<file path="config.mk">
export PLATFORM = sky130hd
export DESIGN_NAME = rtc_drift_cal
export DESIGN_NICKNAME = d
export VERILOG_FILES = /design/src/rtl/rtc_cal_pkg.sv /design/src/rtl/rtc_rst_sync.sv /design/src/rtl/rtc_cal_capture.sv /design/src/rtl/rtc_cal_term.sv /design/src/rtl/rtc_cal_prescaler.sv /design/src/rtl/rtc_drift_cal.sv
export SDC_FILE = /design/constraint.sdc
export NUM_CORES = 1
export LEC_CHECK = 0
export ABC_AREA = 1
export CAP_MARGIN = 20
export CELL_PAD_IN_SITES_DETAIL_PLACEMENT = 1
export CELL_PAD_IN_SITES_GLOBAL_PLACEMENT = 1
export CORE_MARGIN = 5
export CORE_UTILIZATION = 49
export CTS_BUF_LIST = sky130_fd_sc_hd__clkbuf_8
export DETAILED_ROUTE_END_ITERATION = 10
export PLACE_DENSITY_LB_ADDON = 0.08
export SYNTH_ARGS = -nofsm -noshare
export SYNTH_HDL_FRONTEND = slang
export SYNTH_SLANG_ARGS = --single-unit
</file>
<file path="constraint.sdc">
create_clock -name clk -period 3.4 [get_ports clk]
set_clock_uncertainty 0.2 [all_clocks]
set_input_delay 0.68 -clock clk [delete_from_list [all_inputs] [get_ports clk]]
set_output_delay 0.68 -clock clk [all_outputs]
set_load 0.05 [all_outputs]
</file>
<file path="src/rtl/rtc_cal_pkg.sv">
package rtc_cal_pkg;
  // Default divider width: 2**15 pulses per nominal second.
  localparam int unsigned DEF_PRE_W = 15;
  // Default calibration word width (signed pulses per minute).
  localparam int unsigned DEF_CAL_W = 10;
  // Stages of the reset release synchronizer.
  localparam int unsigned RST_STAGES = 2;

  typedef enum logic [1:0] {
    ADJ_IDLE    = 2'b00,
    ADJ_ARMED   = 2'b01,
    ADJ_APPLIED = 2'b10
  } adj_state_e;
endpackage

</file>
<file path="src/rtl/rtc_rst_sync.sv">
module rtc_rst_sync #(
  parameter int unsigned STAGES = 2
) (
  input  logic clk,
  input  logic arst_n,
  output logic srst_n
);
  logic [STAGES-1:0] sync_q;
  logic [STAGES-1:0] sync_d;

  generate
    if (STAGES == 1) begin : g_one
      assign sync_d = 1'b1;
    end else begin : g_many
      assign sync_d = {sync_q[STAGES-2:0], 1'b1};
    end
  endgenerate

  always_ff @(posedge clk or negedge arst_n) begin
    if (!arst_n) sync_q <= '0;
    else         sync_q <= sync_d;
  end

  assign srst_n = sync_q[STAGES-1];
endmodule

</file>
<file path="src/rtl/rtc_cal_capture.sv">
// Samples the calibration word at a minute boundary and holds the pending
// correction until the next second boundary consumes it.
module rtc_cal_capture
  import rtc_cal_pkg::*;
#(
  parameter int unsigned CAL_W = DEF_CAL_W
) (
  input  logic             clk,
  input  logic             rst_n,
  input  logic             mark_i,
  input  logic [CAL_W-1:0] cal_i,
  input  logic             sec_end_i,
  output logic             apply_o,
  output logic [CAL_W-1:0] apply_cal_o
);
  adj_state_e       st_q, st_d;
  logic [CAL_W-1:0] cal_q, cal_d;
  logic             pend;

  assign pend = (st_q == ADJ_ARMED);

  always_comb begin
    st_d  = st_q;
    cal_d = cal_q;
    if (mark_i) begin
      cal_d = cal_i;
      st_d  = sec_end_i ? ADJ_APPLIED : ADJ_ARMED;
    end else if (sec_end_i) begin
      st_d = pend ? ADJ_APPLIED : ADJ_IDLE;
    end
  end

  always_ff @(posedge clk or negedge rst_n) begin
    if (!rst_n) begin
      st_q  <= ADJ_IDLE;
      cal_q <= '0;
    end else begin
      st_q  <= st_d;
      cal_q <= cal_d;
    end
  end

  assign apply_o     = sec_end_i && (pend || mark_i);
  assign apply_cal_o = mark_i ? cal_i : cal_q;

  // a consumed correction never stays armed.
  assert_pend_clears_R7: assert property (@(posedge clk) disable iff (!rst_n)
    sec_end_i |=> (st_q != ADJ_ARMED));
  // the held value only changes on a boundary pulse.
  assert_cal_hold_R6: assert property (@(posedge clk) disable iff (!rst_n)
    !mark_i |=> $stable(cal_q));
  // a later boundary pulse replaces the held value.
  assert_last_wins_R10: assert property (@(posedge clk) disable iff (!rst_n)
    mark_i |=> (cal_q == $past(cal_i)));
endmodule

</file>
<file path="src/rtl/rtc_cal_term.sv">
// Chooses the terminal count of the second that is about to start.
module rtc_cal_term
  import rtc_cal_pkg::*;
#(
  parameter int unsigned PRE_W = DEF_PRE_W,
  parameter int unsigned CAL_W = DEF_CAL_W
) (
  input  logic               clk,
  input  logic               rst_n,
  input  logic               sec_end_i,
  input  logic               apply_i,
  input  logic [CAL_W-1:0]   apply_cal_i,
  output logic [PRE_W:0]     term_o
);
  localparam int unsigned TW    = PRE_W + 1;
  localparam logic [TW-1:0] NOM_T = TW'((2 ** PRE_W) - 1);

  logic [TW-1:0] cal_ext;
  logic [TW-1:0] term_q, term_d;

  assign cal_ext = {{(TW-CAL_W){apply_cal_i[CAL_W-1]}}, apply_cal_i};

  always_comb begin
    term_d = term_q;
    if (sec_end_i) begin
      term_d = apply_i ? (NOM_T + cal_ext) : NOM_T;
    end
  end

  always_ff @(posedge clk or negedge rst_n) begin
    if (!rst_n) term_q <= NOM_T;
    else        term_q <= term_d;
  end

  assign term_o = term_q;

  // the terminal count changes only at a second boundary.
  assert_term_stable_R7: assert property (@(posedge clk) disable iff (!rst_n)
    !sec_end_i |=> $stable(term_q));
  // a second never ends below one pulse.
  assert_term_floor_R9: assert property (@(posedge clk) disable iff (!rst_n)
    term_q != '0);
endmodule

</file>
<file path="src/rtl/rtc_cal_prescaler.sv">
// Counts crystal enables up to the current terminal count.
module rtc_cal_prescaler
  import rtc_cal_pkg::*;
#(
  parameter int unsigned PRE_W = DEF_PRE_W
) (
  input  logic           clk,
  input  logic           rst_n,
  input  logic           xtal_en_i,
  input  logic [PRE_W:0] term_i,
  output logic           sec_end_o,
  output logic           tick_o
);
  localparam int unsigned TW = PRE_W + 1;

  logic [TW-1:0] cnt_q, cnt_d;
  logic          tick_q;
  logic          at_term;

  assign at_term   = (cnt_q == term_i);
  assign sec_end_o = xtal_en_i && at_term;

  always_comb begin
    cnt_d = cnt_q;
    if (xtal_en_i) begin
      cnt_d = at_term ? '0 : (cnt_q + 1'b1);
    end
  end

  always_ff @(posedge clk or negedge rst_n) begin
    if (!rst_n) begin
      cnt_q  <= '0;
      tick_q <= 1'b0;
    end else begin
      cnt_q  <= cnt_d;
      tick_q <= sec_end_o;
    end
  end

  assign tick_o = tick_q;

  // the counter never passes the terminal count chosen by its neighbour.
  assert_no_overflow_R9: assert property (@(posedge clk) disable iff (!rst_n)
    cnt_q <= term_i);
  // idle crystal cycles leave the divider untouched.
  assert_idle_hold_R3: assert property (@(posedge clk) disable iff (!rst_n)
    !xtal_en_i |=> $stable(cnt_q));
endmodule

</file>
<file path="src/rtl/rtc_drift_cal.sv">
module rtc_drift_cal
  import rtc_cal_pkg::*;
#(
  parameter int unsigned PRE_W = DEF_PRE_W,
  parameter int unsigned CAL_W = DEF_CAL_W
) (
  input  logic             clk,
  input  logic             rst_n,
  input  logic             xtal_en,
  input  logic [CAL_W-1:0] cal_word,
  input  logic             minute_mark,
  output logic             sec_tick
);
  logic             srst_n;
  logic             sec_end;
  logic             apply;
  logic [CAL_W-1:0] apply_cal;
  logic [PRE_W:0]   term;

  rtc_rst_sync #(.STAGES(RST_STAGES)) u_rst (
    .clk    (clk),
    .arst_n (rst_n),
    .srst_n (srst_n)
  );

  rtc_cal_capture #(.CAL_W(CAL_W)) u_capture (
    .clk         (clk),
    .rst_n       (srst_n),
    .mark_i      (minute_mark),
    .cal_i       (cal_word),
    .sec_end_i   (sec_end),
    .apply_o     (apply),
    .apply_cal_o (apply_cal)
  );

  rtc_cal_term #(.PRE_W(PRE_W), .CAL_W(CAL_W)) u_term (
    .clk         (clk),
    .rst_n       (srst_n),
    .sec_end_i   (sec_end),
    .apply_i     (apply),
    .apply_cal_i (apply_cal),
    .term_o      (term)
  );

  rtc_cal_prescaler #(.PRE_W(PRE_W)) u_prescaler (
    .clk       (clk),
    .rst_n     (srst_n),
    .xtal_en_i (xtal_en),
    .term_i    (term),
    .sec_end_o (sec_end),
    .tick_o    (sec_tick)
  );

  // the tick is a single-cycle pulse.
  assert_tick_pulse_R2: assert property (@(posedge clk) disable iff (!srst_n)
    sec_tick |=> !sec_tick);
  // no tick while the internal reset is held.
  assert_reset_quiet_R1: assert property (@(posedge clk)
    !srst_n |-> !sec_tick);
endmodule

</file>
---- Word level (Yosys, flattened, before mapping) ----
Index checks and enable logic that the tools add are counted.
word-level totals
  register bits ........................... 47
  bits in latches ......................... 0
  bits in writable memories ............... 0
  bits in read-only memories .............. 0
  input bits .............................. 14
  output and inout port bits .............. 1
  logic and storage cells ................. 21
  memories kept ........................... 0
cells by class
  $add $sub $neg .......................... 2
  $mul .................................... 0
  divide/modulo/power cells ............... 0
  order comparisons ....................... 0
  equal/unequal tests ..................... 2
  shift operators ......................... 0
  muxes and demuxes ....................... 7
  bitwise gates (word level) .............. 0
  reductions and logical operators ........ 4
operators by type and width
  kind                      count
  $mux W16                  2
  $add A15 B16 Y16 const A  1
  $add A16 B1 Y16 const B   1
  $eq A16 B16 Y1            1
  $mux W10                  1
  $mux W2                   4
  $eq A2 B1 Y1 const B      1
  $logic_and A1 B1 Y1       2
  $reduce_bool A2 Y1        1
  $logic_or A1 B1 Y1        1

---- Longest topological paths before layout ----
  word-level depth ........................ 4
  gate-level depth with buffers ........... 12
  mapped depth without buffers ............ 11

---- Hierarchy ----
Synthesis repeated with hierarchy kept, for this count alone.
second synthesis, totals
  cells, all modules ...................... 404
  area total of the unflattened synthesis .. 2741.4 um2
modules (own cells, without submodules)
  module             instances  cells an instance  area an instance (um2)  sequential area each (um2)
  rtc_cal_prescaler  1          234                1352.5                  425.4
  rtc_cal_term       1          113                852.1                   419.2
  rtc_cal_capture    1          54                 483.0                   300.3
  rtc_rst_sync       1          3                  53.8                    50.0

---- Worst setup path after synthesis ----
No wires, ideal clock.
  path type ............................... input to register
  start ................................... input minute_mark
  end ..................................... register u_term.term_q[8] (netlist: u_term.term_o[8])
  setup time .............................. 79 ps
  arrival time ............................ 1732 ps
  required time ........................... 3121 ps
  path slack .............................. 1389 ps
  stages on the path ...................... 10
  buffers on the path ..................... 1
  cells stage by stage .................... buf_6 o21ai_2 ha_1 nand2_1 nor2_2 nand2_1 nand2_1 nand2_1 o21ai_1 nand2_1
between the ends
  cells in the longest elaborated chain, start to end .. 3
  elaborated cells between the ends (all ways) .. 5
  those cells by class .................... add/sub (1); mux (2); reduce/logical (2)
ends and longest elaborated chain
  element                                                         RTL line                                   text
  from (decl)                                                     rtc_drift_cal.sv:11                        input logic minute_mark,
  $mux W10 / $logic_or A1 B1 Y1 (equally long branches)           n/a
  $add A15 B16 Y16 / $logic_and A1 B1 Y1 (equally long branches)  rtc_cal_term.sv:26, rtc_cal_capture.sv:43
  $mux W16 (*)                                                    rtc_cal_term.sv:26                         term_d = apply_i ? (NOM_T + cal_ext) : NOM_T;
  to (signal assigned)                                            rtc_cal_term.sv:32                         else term_q <= term_d;
  to (decl)                                                       rtc_cal_term.sv:19                         logic [TW-1:0] term_q, term_d;
Every way passes the cells marked *; elsewhere a longest branch is shown, timed or not.
A chain may end at the register's enable or synchronous reset.

---- Final worst setup path ----
  start ................................... input minute_mark
  end ..................................... register u_term.term_q[11] (netlist: u_term.term_o[11])
Same word-level chain as after synthesis.

==> impl_metrics.env <==
export IMPL_numPortBuffers=14
export IMPL_detailed_place_area_sq_mm=0.00284
export IMPL_maximum_resistive_drop_on_vdd_mv=0.220
export IMPL_cts_hold_fix_buffers=0
export IMPL_pre_cts_slack_ps=466
export IMPL_synthesis_yosys_warnings=0
export IMPL_grt_first_pass_wirelength_um=11200
export IMPL_routed_wl_um=6320
export IMPL_timing_max_transition_violations_final=0
export IMPL_hp_class="reg -> async"
export IMPL_final_worst_path_period_share_pct=76.4
export IMPL_final_replace_weighted_congestion=0.825
export IMPL_run_status="finished, violations left"
export IMPL_postCtsSetupRepairBufs=0
export IMPL_detail_route_wl_per_cell_um=13.8
export IMPL_grt_remaining_overflow=0
export IMPL_number_of_inserted_diodes=0
export IMPL_h_tree_depth=2
export IMPL_final_antenna_net_count=0
export IMPL_synthDistinctLibCells=26
export IMPL_post_route_cell_area_sq_mm=0.00295
export IMPL_clock_sinks=47
export IMPL_timing_max_cap_violations=0
export IMPL_number_of_hold_slack_violations_in_the_final_timing_report=12
export IMPL_fp_row_count=26
export IMPL_post_synth_inst_count=372
export IMPL_worst_path_max_fanout=13
export IMPL_drt_pass1_iter_count=5
export IMPL_grt_max_degree=46
export IMPL_fin_setup_tns_ps=0
export IMPL_worst_skew_pair_late_latency_ps=300
export IMPL_avgViaCountPerCell=4.97
export IMPL_required_ps=3450
export IMPL_die_outline_width_um=83.8
export IMPL_layout_setup_ws_ps=803
export IMPL_dp_cells=449
export IMPL_yosysSeqAreaShare_pct=44.8
export IMPL_cp_arrival_ps=2640
export IMPL_timing_worst_slew_pin_value_ps=636
export IMPL_tritoncts="yes"
export IMPL_failing_checks="hold timing"
export IMPL_synth_fp_nets=388
export IMPL_route_detailed_drc=0
export IMPL_setup_violations_final=0
export IMPL_area_growth_pct=10.8
export IMPL_syn_avg_cell_area_sq_um=7.16
export IMPL_grt_pass1_vias=2432
export IMPL_synth_area_sq_mm=0.00267
export IMPL_die_area_sq_mm=0.00701
export IMPL_detailroute_via_count=2276
export IMPL_iteration_0_drc_count_of_the_detailed_router=91
export IMPL_dp_hpwl_um=4880
export IMPL_finish_cell_count_without_fillers=458
export IMPL_groute_usage_overall_pct=19.4
export IMPL_initial_utilization_pct=51.2
export IMPL_crit_path_end_kind="register"
export IMPL_power_density_mw_per_mm2=485
export IMPL_path_clk_slew_ps=90
export IMPL_path_class="in -> reg"
export IMPL_power_leakage_nw=1.55
export IMPL_cts_buffers_inserted=5
export IMPL_rsz0062_at_grt="false"
export IMPL_timing_slew_headroom_pct=57.6
export IMPL_ios=15
export IMPL_cts_max_path_buffers=2
export IMPL_maxClockFrequency_mhz=385
export IMPL_cts_root_buf="clkbuf_8"
export IMPL_timing_hold_ws_ps=-29.0
export IMPL_layout_nets=403
export IMPL_die_height_um=83.8
export IMPL_nFillCells=703
export IMPL_finalWorstPathRequiredPeriod_ps=2600
export IMPL_worst_setup_path_start_kind="input pin"
export IMPL_total_core_area_sq_mm=0.00520
export IMPL_grt_antenna_before_repair=0
export IMPL_final_layout_size_suffix_gt1_share_pct=11.9
export IMPL_post_synthesis_register_bit_count=47
export IMPL_ctsResizeCount=0
==> critical path, cell delays in order <==
cell and delay (ps):
clkdlybuf4s50_1 780, buf_4 260, nand2_1 80, o21ai_2 100
nand3_1 150, nor2_2 180, nand2_1 100, nand2_1 90
o21ai_1 110, nand2_1 110
==> Yosys cell counts <==
cell type  number  area, sq um
nand3_2         1         10.0
o21ai_1         7         35.0
o211ai_1        1         7.51
dfrtp_1        32          801
o21ai_0        16         80.1
nor2_2          6         37.5
nand2_1       134          503
buf_6           5         56.3
xnor2_1         2         17.5
o21bai_1        1         7.51
ha_1            2         25.0
dfstp_2        15          394
nand3_1        26          130
clkbuf_1        2         7.51
inv_2           4         15.0
inv_1          63          236
buf_4           1         7.51
nor3_1          2         10.0
o21ai_2         5         43.8
nor2_1         27          101
conb_1          1         3.75
a21oi_1         1         5.00
xor2_1          8         70.1
buf_2           2         10.0
or2_2           2         12.5
nand4_1         6         37.5
==> registers in the layout, indices dropped and copies added, names as in the netlist <==
signal              count
u_capture.cal_q        10
u_capture.st_q          2
u_prescaler.cnt_q      16
u_prescaler.tick_o      1
u_rst.sync_q            2
u_term.term_o          16
==> cell type report <==
cell class / count / area (sq um) / share of cell area (%)
Clock inverter: 2 / 16.3 / 0.551
Clock buffer: 6 / 82.6 / 2.80
Inverter: 67 / 251 / 8.51
Sequential cell: 47 / 1200 / 40.5
Timing Repair Buffer: 18 / 183 / 6.18
Multi-Input combinational cell: 248 / 1140 / 38.5
Tap cell: 70 / 87.6 / 2.96
==> metrics by stage <==
| stage | total power, mW | utilization, % |
|---|---|---|
| floorplan | 0.977 | - |
| finish | 1.43 | 56.8 |
| detailed placement | 1.08 | 54.5 |
| CTS | 1.45 | 56.4 |
| global placement | 1.05 | 54.5 |
| global route | 1.54 | 56.8 |
==> cell usage in the layout, fill, tap and decap left out, types with 2 or more instances in the layout <==
cell type	netlist	layout
buf_4	1	3
clkbuf_8	0	6
clkdlybuf4s50_1	0	14
dfrtp_1	32	31
dfstp_2	15	15
ha_1	2	2
inv_1	63	63
inv_2	4	4
nand2_1	134	134
nand3_1	26	26
nand4_1	6	6
nor2_1	27	27
nor2_2	6	6
nor3_1	2	2
o21ai_0	16	16
o21ai_1	7	7
o21ai_2	5	5
or2_2	2	2
xnor2_1	2	2
xor2_1	8	8
==> layer usage <==
metal  vias to the layer above  routed length [um]  track usage [%]
li1                       1154                   -                -
met4                         0                  79             4.97
met2                        20                3230             34.3
met3                         9                 128             3.26
met1                      1093                2880             24.4
met5                         -                   0                0
==> power by group <==
part	internal [mW]	switching (mW)	total [mW]
registers	0.624	0.0882	0.712
logic	0.134	0.225	0.359
clock network	0.166	0.196	0.363
==> cells by family after synthesis <==
family,after synthesis,synth area share [%]
other,1,0.141
flip-flops,47,44.8
buffers and inverters,77,12.5
AND/OR/NAND/NOR,204,31.6
XOR/XNOR,10,3.29
adder cells (fa/ha/maj),2,0.939
AO/OA/AOI/OAI,31,6.71
==> final timing paths <==
kind | to | cells after the start | slack (ps) | from
min | u_capture.st_q[0] | 0 | -30 | u_rst.sync_q[1]
max | u_term.term_o[11] | 10 | 800 | minute_mark
max reg2reg | u_term.term_o[9] | 11 | 1290 | u_term.term_o[4]
max in group asynchronous | u_term.term_o[3] | 1 | 2480 | u_rst.sync_q[1]
min reg2reg | u_capture.st_q[0] | 0 | -30 | u_rst.sync_q[1]
min in group clk | u_rst.sync_q[1] | 0 | 180 | u_rst.sync_q[0]
(Power assumes the default switching activity.)
